==> src/rtl/etc_pkg.sv <==
package etc_pkg;
  localparam int DIV_W = 2;
  localparam int PCNT_W = (1 << DIV_W) - 1;

  // all-ones mask of width div: ratio minus one
  function automatic logic [PCNT_W-1:0] ratio_mask(input logic [DIV_W-1:0] d);
    logic [PCNT_W-1:0] m;
    m = '0;
    for (int i = 0; i < PCNT_W; i++)
      if (i < int'(d)) m[i] = 1'b1;
    return m;
  endfunction
endpackage

==> src/rtl/etc_sync.sv <==
module etc_sync #(
  parameter int STAGES = 2
) (
  input  logic clk,
  input  logic rst,
  input  logic d_async,
  output logic q_sync
);
  logic [STAGES-1:0] chain;

  always_ff @(posedge clk) begin
    if (rst) chain <= '0;
    else     chain <= {chain[STAGES-2:0], d_async};
  end

  assign q_sync = chain[STAGES-1];
endmodule

==> src/rtl/etc_filter.sv <==
module etc_filter #(
  parameter int LEN = 3
) (
  input  logic clk,
  input  logic rst,
  input  logic lvl_in,
  output logic lvl_out
);
  localparam int CW = (LEN > 1) ? $clog2(LEN) : 1;
  localparam logic [CW-1:0] LAST = CW'(LEN - 1);

  logic [CW-1:0] run;
  logic          held;

  // the output follows the input only after LEN consecutive differing samples
  always_ff @(posedge clk) begin
    if (rst) begin
      run  <= '0;
      held <= 1'b0;
    end else if (lvl_in == held) begin
      run <= '0;
    end else if (run == LAST) begin
      run  <= '0;
      held <= lvl_in;
    end else begin
      run <= run + 1'b1;
    end
  end

  assign lvl_out = held;
endmodule

==> src/rtl/etc_edge.sv <==
module etc_edge (
  input  logic clk,
  input  logic rst,
  input  logic lvl,
  output logic rise
);
  logic prev;

  always_ff @(posedge clk) begin
    if (rst) prev <= 1'b0;
    else     prev <= lvl;
  end

  assign rise = lvl & ~prev;
endmodule

==> src/rtl/etc_prescale.sv <==
module etc_prescale
  import etc_pkg::*;
(
  input  logic             clk,
  input  logic             rst,
  input  logic             edge_in,
  input  logic [DIV_W-1:0] div,
  input  logic             en,
  output logic             strobe
);
  logic [PCNT_W-1:0] cnt;
  logic [DIV_W-1:0]  div_q;
  logic [PCNT_W-1:0] mask;

  assign mask = ratio_mask(div);

  always_ff @(posedge clk) begin
    if (rst) begin
      cnt    <= '0;
      div_q  <= '0;
      strobe <= 1'b0;
    end else begin
      div_q  <= div;
      strobe <= 1'b0;
      if (!en || (div != div_q)) begin
        cnt <= '0;
      end else if (edge_in) begin
        if (cnt == mask) begin
          cnt    <= '0;
          strobe <= 1'b1;
        end else begin
          cnt <= cnt + 1'b1;
        end
      end
    end
  end
endmodule

==> src/rtl/ext_trig_cond.sv <==
module ext_trig_cond
  import etc_pkg::*;
#(
  parameter int SYNC_STAGES = 2,
  parameter int FILT_LEN    = 3
) (
  input  logic             clk,
  input  logic             rst,
  input  logic             trig_pin,
  input  logic             pol_inv,
  input  logic [DIV_W-1:0] div_sel,
  input  logic             mode_b_en,
  output logic             cnt_strobe
);
  logic pin_s;
  logic pin_pol;
  logic filt_lvl;
  logic edge_rise;

  etc_sync #(.STAGES(SYNC_STAGES)) u_sync (
    .clk     (clk),
    .rst     (rst),
    .d_async (trig_pin),
    .q_sync  (pin_s)
  );

  assign pin_pol = pin_s ^ pol_inv;

  etc_filter #(.LEN(FILT_LEN)) u_filt (
    .clk     (clk),
    .rst     (rst),
    .lvl_in  (pin_pol),
    .lvl_out (filt_lvl)
  );

  etc_edge u_edge (
    .clk  (clk),
    .rst  (rst),
    .lvl  (filt_lvl),
    .rise (edge_rise)
  );

  etc_prescale u_psc (
    .clk     (clk),
    .rst     (rst),
    .edge_in (edge_rise),
    .div     (div_sel),
    .en      (mode_b_en),
    .strobe  (cnt_strobe)
  );
endmodule

==> config.mk <==
export PLATFORM = sky130hd
export DESIGN_NAME = ext_trig_cond
export DESIGN_NICKNAME = d
export VERILOG_FILES = /design/src/rtl/etc_pkg.sv /design/src/rtl/etc_sync.sv /design/src/rtl/etc_filter.sv /design/src/rtl/etc_edge.sv /design/src/rtl/etc_prescale.sv /design/src/rtl/ext_trig_cond.sv
export SDC_FILE = /design/constraint.sdc
export NUM_CORES = 1
export LEC_CHECK = 0
export BUFFER_PORTS_ARGS = -buffer_cell sky130_fd_sc_hd__buf_4
export CORE_AREA = 2 2 39 41
export CTS_BUF_LIST = sky130_fd_sc_hd__clkbuf_4 sky130_fd_sc_hd__clkbuf_8
export DETAILED_ROUTE_END_ITERATION = 16
export DIE_AREA = 0 0 41 43
export RECOVER_POWER = 25
export SYNTH_ARGS = -nofsm -noshare
export SYNTH_HDL_FRONTEND = slang
export SYNTH_SLANG_ARGS = --single-unit
==> constraint.sdc <==
create_clock -name clk -period 1.1 [get_ports clk]
set_clock_uncertainty 0.05 [all_clocks]
set_input_delay 0.275 -clock clk [delete_from_list [all_inputs] [get_ports clk]]
set_output_delay 0.275 -clock clk [all_outputs]
set_load 0.02 [all_outputs]
## Word level (Yosys, flattened, before mapping)

Cells that the tools add are included.

| operators by class | value |
|---|---|
| $add $sub $neg | 2 |
| $lt $le $gt $ge | 3 |
| equal/unequal tests | 4 |
| muxes and demuxes | 5 |
| bitwise operators | 5 |
| reduce and logical (&&, ||, !) cells | 6 |

Operators with widths:

| cell | count |
|---|---|
| 3-bit OR reduction | 2 |
| 1-bit by 2-bit less-than comparator with 1-bit output, first input constant | 2 |
| 1-bit two-way mux | 4 |
| 3-bit by 1-bit adder with 3-bit output, second input constant | 1 |
| 3-bit equality test | 1 |
| 3-bit two-way mux | 1 |
| 1-bit NOT | 3 |
| 2-bit by 1-bit adder with 2-bit output, second input constant | 1 |
| 2-bit equality test, second input constant | 1 |
| 2-bit less-than comparator, first input constant | 1 |
| 2-bit inequality test | 1 |
| 2-bit AND reduction | 1 |
| 2-bit OR reduction | 1 |
| 1-bit bitwise AND | 1 |
| 1-bit equality test | 1 |
| 1-bit zero test | 1 |
| 1-bit logical OR | 1 |
| 1-bit bitwise XOR | 1 |

| word-level totals | value |
|---|---|
| register bits after elaboration | 12 |
| input bits | 7 |
| output and inout bits | 1 |
| word-level logic and storage cells | 32 |

## Depth between registers and ports, before layout

| logic depth | value |
|---|---|
| word-level depth | 4 |
| depth in mapped cells | 4 |

## Modules after synthesis

Synthesis repeated with hierarchy kept, for this count alone.

| second synthesis, totals | value |
|---|---|
| cell total of the unflattened synthesis | 45 |
| area, all modules | 516.7 µm² |

Modules (own cells, without submodules):

| module | times used | cells each | area each (µm²) |
|---|---|---|---|
| etc_prescale | 1 | 27 | 296.5 |
| etc_filter | 1 | 10 | 111.4 |
| etc_sync | 1 | 4 | 52.6 |
| etc_edge | 1 | 3 | 47.5 |
| ext_trig_cond | 1 | 1 | 8.8 |

## Worst setup path before layout

No wires, ideal clock.

| path | value |
|---|---|
| kind | reg2reg |
| from | register u_filt.held, in the netlist u_filt.lvl_out |
| to | register u_filt.run[0] |
| library setup time | 0.065 ns |
| arrival time | 1.109 ns |
| data required time | 0.985 ns |
| setup slack | -0.124 ns |
| stages on the path, launching flop included | 4 |
| path buffers | 0 |
| path through | dfxtp_1 -> xnor3_1 -> or3_1 -> nor2_1 |

| on the way | value |
|---|---|
| cells in the longest elaborated chain, start to end | 2 |

Ends and longest elaborated chain:

| element | line | text |
|---|---|---|
| from (decl) | etc_filter.sv:13 | `logic held;` |
| from (signal assigned) | etc_filter.sv:24 | `held <= lvl_in;` |
| 1-bit equality test | etc_filter.sv:20 | `end else if (lvl_in == held) begin` |
| 3-bit OR reduction (no source line) | -- |  |
| to (signal assigned) | etc_filter.sv:26 | `run <= run + 1'b1;` |
| to (decl) | etc_filter.sv:12 | `logic [CW-1:0] run;` |

No other way between the ends.
A chain may end at the register's enable or synchronous reset.

## Final worst setup path

| path | value |
|---|---|
| from | register u_sync.chain[1] |
| to | register u_filt.run[1] |

| on the way | value |
|---|---|
| cells in the longest elaborated chain, start to end | 3 |

Ends and longest elaborated chain:

| element | line | text |
|---|---|---|
| from (decl) | etc_sync.sv:9 | `logic [STAGES-1:0] chain;` |
| from (signal assigned) | etc_sync.sv:13 | `else chain <= {chain[STAGES-2:0], d_async};` |
| 1-bit bitwise XOR | ext_trig_cond.sv:27 | `assign pin_pol = pin_s ^ pol_inv;` |
| 1-bit equality test | etc_filter.sv:20 |  |
| 3-bit OR reduction (no source line) | -- |  |

No other way between the ends.

==> qor.csv <==
metric;value;unit
delay-heaviest family, CP;simple AND/OR/NAND/NOR gates;
startpoint types;flip-flop;
Final setup viols;6;
area delta synth->final;44.3;%
Clk pin slew, worst setup/hold paths;0.07;ns
FFs w/ async S/R, synth;0;%
Avg Inst Size Synth;11.0;um^2
Tcrit/Tclk final;113;%
max_slew headroom;78.3;%
final core utilization;53.0;%
ANT nets after route;0;
Flop pwr share;54.3;%
Die X;41;um
Worst EP required;1.26;ns
post-synth top area cell;dfxtp_1;
Synth warnings;0;
Logic pwr share;15.8;%
H-tree depth;1;
per-cell routed wire length;11.2;um
Buffers on Ports;7;
switching share of power;22.5;%
Hold WS;0.137;ns
Die Height;43;um
total net switching power;0.193;mW
Fill cells;135;
CTS sink cnt;12;
Pwr Density;1170;mW/mm^2
Power Internal;0.665;mW
IO Count;8;
global-route wire length before repair;1.66;mm
HP Class;in2reg;
initial drt markers;3;
diodes inserted;0;
Post-synth top cells;dfxtp_1 (12), nor2b_1 (5), xnor2_1 (5);
Netlist cell types;20;
DR vias;396;
WS Path Type;reg2reg;
crit path time final;1.24;ns
Std-Cell Core Area;0.00138;mm^2
PnR worst setup slack;-0.143;ns
Syn Nets;55;
slowest CP cell;xnor3_1;
CTS buffer count;3;
cells along the critical path;xnor3_1, or3_4, nor2_1;
setup repair after global routing missed its margin;yes;
CTS tree;yes;
Fmax achieved;805;MHz
Hold-fix buffers, CTS;0;
largest net degree at the start of global routing;7;
Syn Inst Count;46;
EDFF count, synth;0;
Hold Fails Final Rpt;0;
failing checks;setup timing;
sequential share of the synthesized area;47.3;%
Max Transition Viols Final;0;
crit path capture type;flip-flop;
worst slew pin tran;0.323;ns
num rows;14;
Yosys top cell area share;47.3;%
antenna violations before repair;0;
Post-Syn Area;508;um^2
status;finished with violations;
layout cells sized above 1;53.0;%
total global-route track usage;14.4;%
Static Leak;0.287;nW
RD Place Congestion;0.829;
vias in the first global route;419;
max-cap viol count;0;
die area;0.00176;mm^2
top post-synthesis cells by area;dfxtp_1 (47%), xnor2_1 (8.6%), nor2b_1 (6.2%);
total power;0.858;mW
Clock Power Share;30.0;%
Synth Flop Type;dfxtp_1;
final WL;922;um
CTS max path bufs;2;
Root Buffer;clkbuf_4;
drt via density;4.83;
CP peak stage delay;0.38;ns
Place WS;-0.163;ns
global route total overflow;0;
nets@finish;77;
DRC viols;0;
initial core utilization;36.7;%
Worst Path Buf+Inv;0;
CP max FO;2;
critical path arrival;1.40;ns
maximum VDD drop;0.764;mV
DR pass1 iterations;2;
Clk Latency, worst-skew pair;0.26;ns
cell with the most instances after synthesis;dfxtp_1;
#FFs+latches synth;12;
==> worst paths after layout <==
check	from	end	slack (ns)	cells past startpoint
max	u_sync.chain[1]$_SDFF_PP0_	u_filt.run[1]$_SDFF_PP0_	-0.14	3
min	rst	u_psc.div_q[1]$_SDFF_PP0_	0.14	2
max reg2reg	u_sync.chain[1]$_SDFF_PP0_	u_filt.run[1]$_SDFF_PP0_	-0.14	3
min reg2reg	u_filt.run[0]$_SDFF_PP0_	u_filt.run[0]$_SDFF_PP0_	0.35	1
==> per-stage QoR <==
step | area (um^2) | setup TNS, ns | instances
final | 733 | -0.487 | 82
after global routing | 733 | -0.857 | 82
after CTS | 696 | -0.436 | 80
after detailed placement | 639 | -0.867 | 76
after global placement | 639 | -0.795 | 76
after floorplan | 514 | -0.181 | 46
==> registers in the layout, summed over array words and instances (netlist names) <==
name,count
u_edge.prev,1
u_filt.lvl_out,1
u_filt.run,2
u_psc.cnt,3
u_psc.div_q,2
u_psc.strobe,1
u_sync.chain,2
==> cell families (layout without fill, tap and decap cells) <==
family	Yosys count	in the layout	synth area share (%)
AOI/OAI and AO/OA	8	8	12.1
adders and majority gates	2	2	4.93
muxes	1	1	1.97
buffers and inverters	1	21	0.738
and+or+nand+nor	15	15	18.2
xor gates and xnor gates	7	7	14.8
DFF	12	12	47.3
==> power groups by stage <==
stage | Sequential, mW | Clock [mW] | Combinational [mW]
2_1_floorplan | 0.471 | 0 | 0.0609
3_3_place_gp | 0.472 | 0 | 0.110
3_5_place_dp | 0.472 | 0 | 0.113
4_1_cts | 0.463 | 0.269 | 0.121
5_1_grt | 0.467 | 0.284 | 0.151
6_report | 0.465 | 0.257 | 0.135
==> area by class of cell <==
type	instances	area, um^2	share of cell area (%)
multi-input cells	33	312	42.5
flip-flops and latches	12	248	33.8
repair buffers	17	128	17.4
clock buffers	3	22.5	3.07
well taps	16	20.0	2.73
inverters	1	3.75	0.512
==> routing by layer <==
layer / up-vias / wire, um / track usage (%)
met5: - / 0 / 0
met4: 0 / 27 / 10.0
met3: 4 / 29 / 3.14
met2: 8 / 427 / 21.3
met1: 179 / 437 / 17.5
li1: 205 / - / -
==> cells in the final DEF (no fill, tap or decap), types with 2 or more instances in the layout <==
master	count
a211oi_2	3
ha_1	2
nor2_2	2
or3_4	2
buf_4	15
clkbuf_4	3
dfxtp_1	6
xnor2_1	5
nor2b_1	5
dfxtp_2	6
==> timing repair <==
action / in CTS / in global routing
gates cloned: 0 / 0
setup endpoints to repair: 6 / 7
setup buffers: 1 / 2
pin swaps: 1 / 3
gates resized for setup: 7 / 8
endpoints found under the hold margin: 0 / 0
No activity file was read; power rests on OpenSTA's default activity.
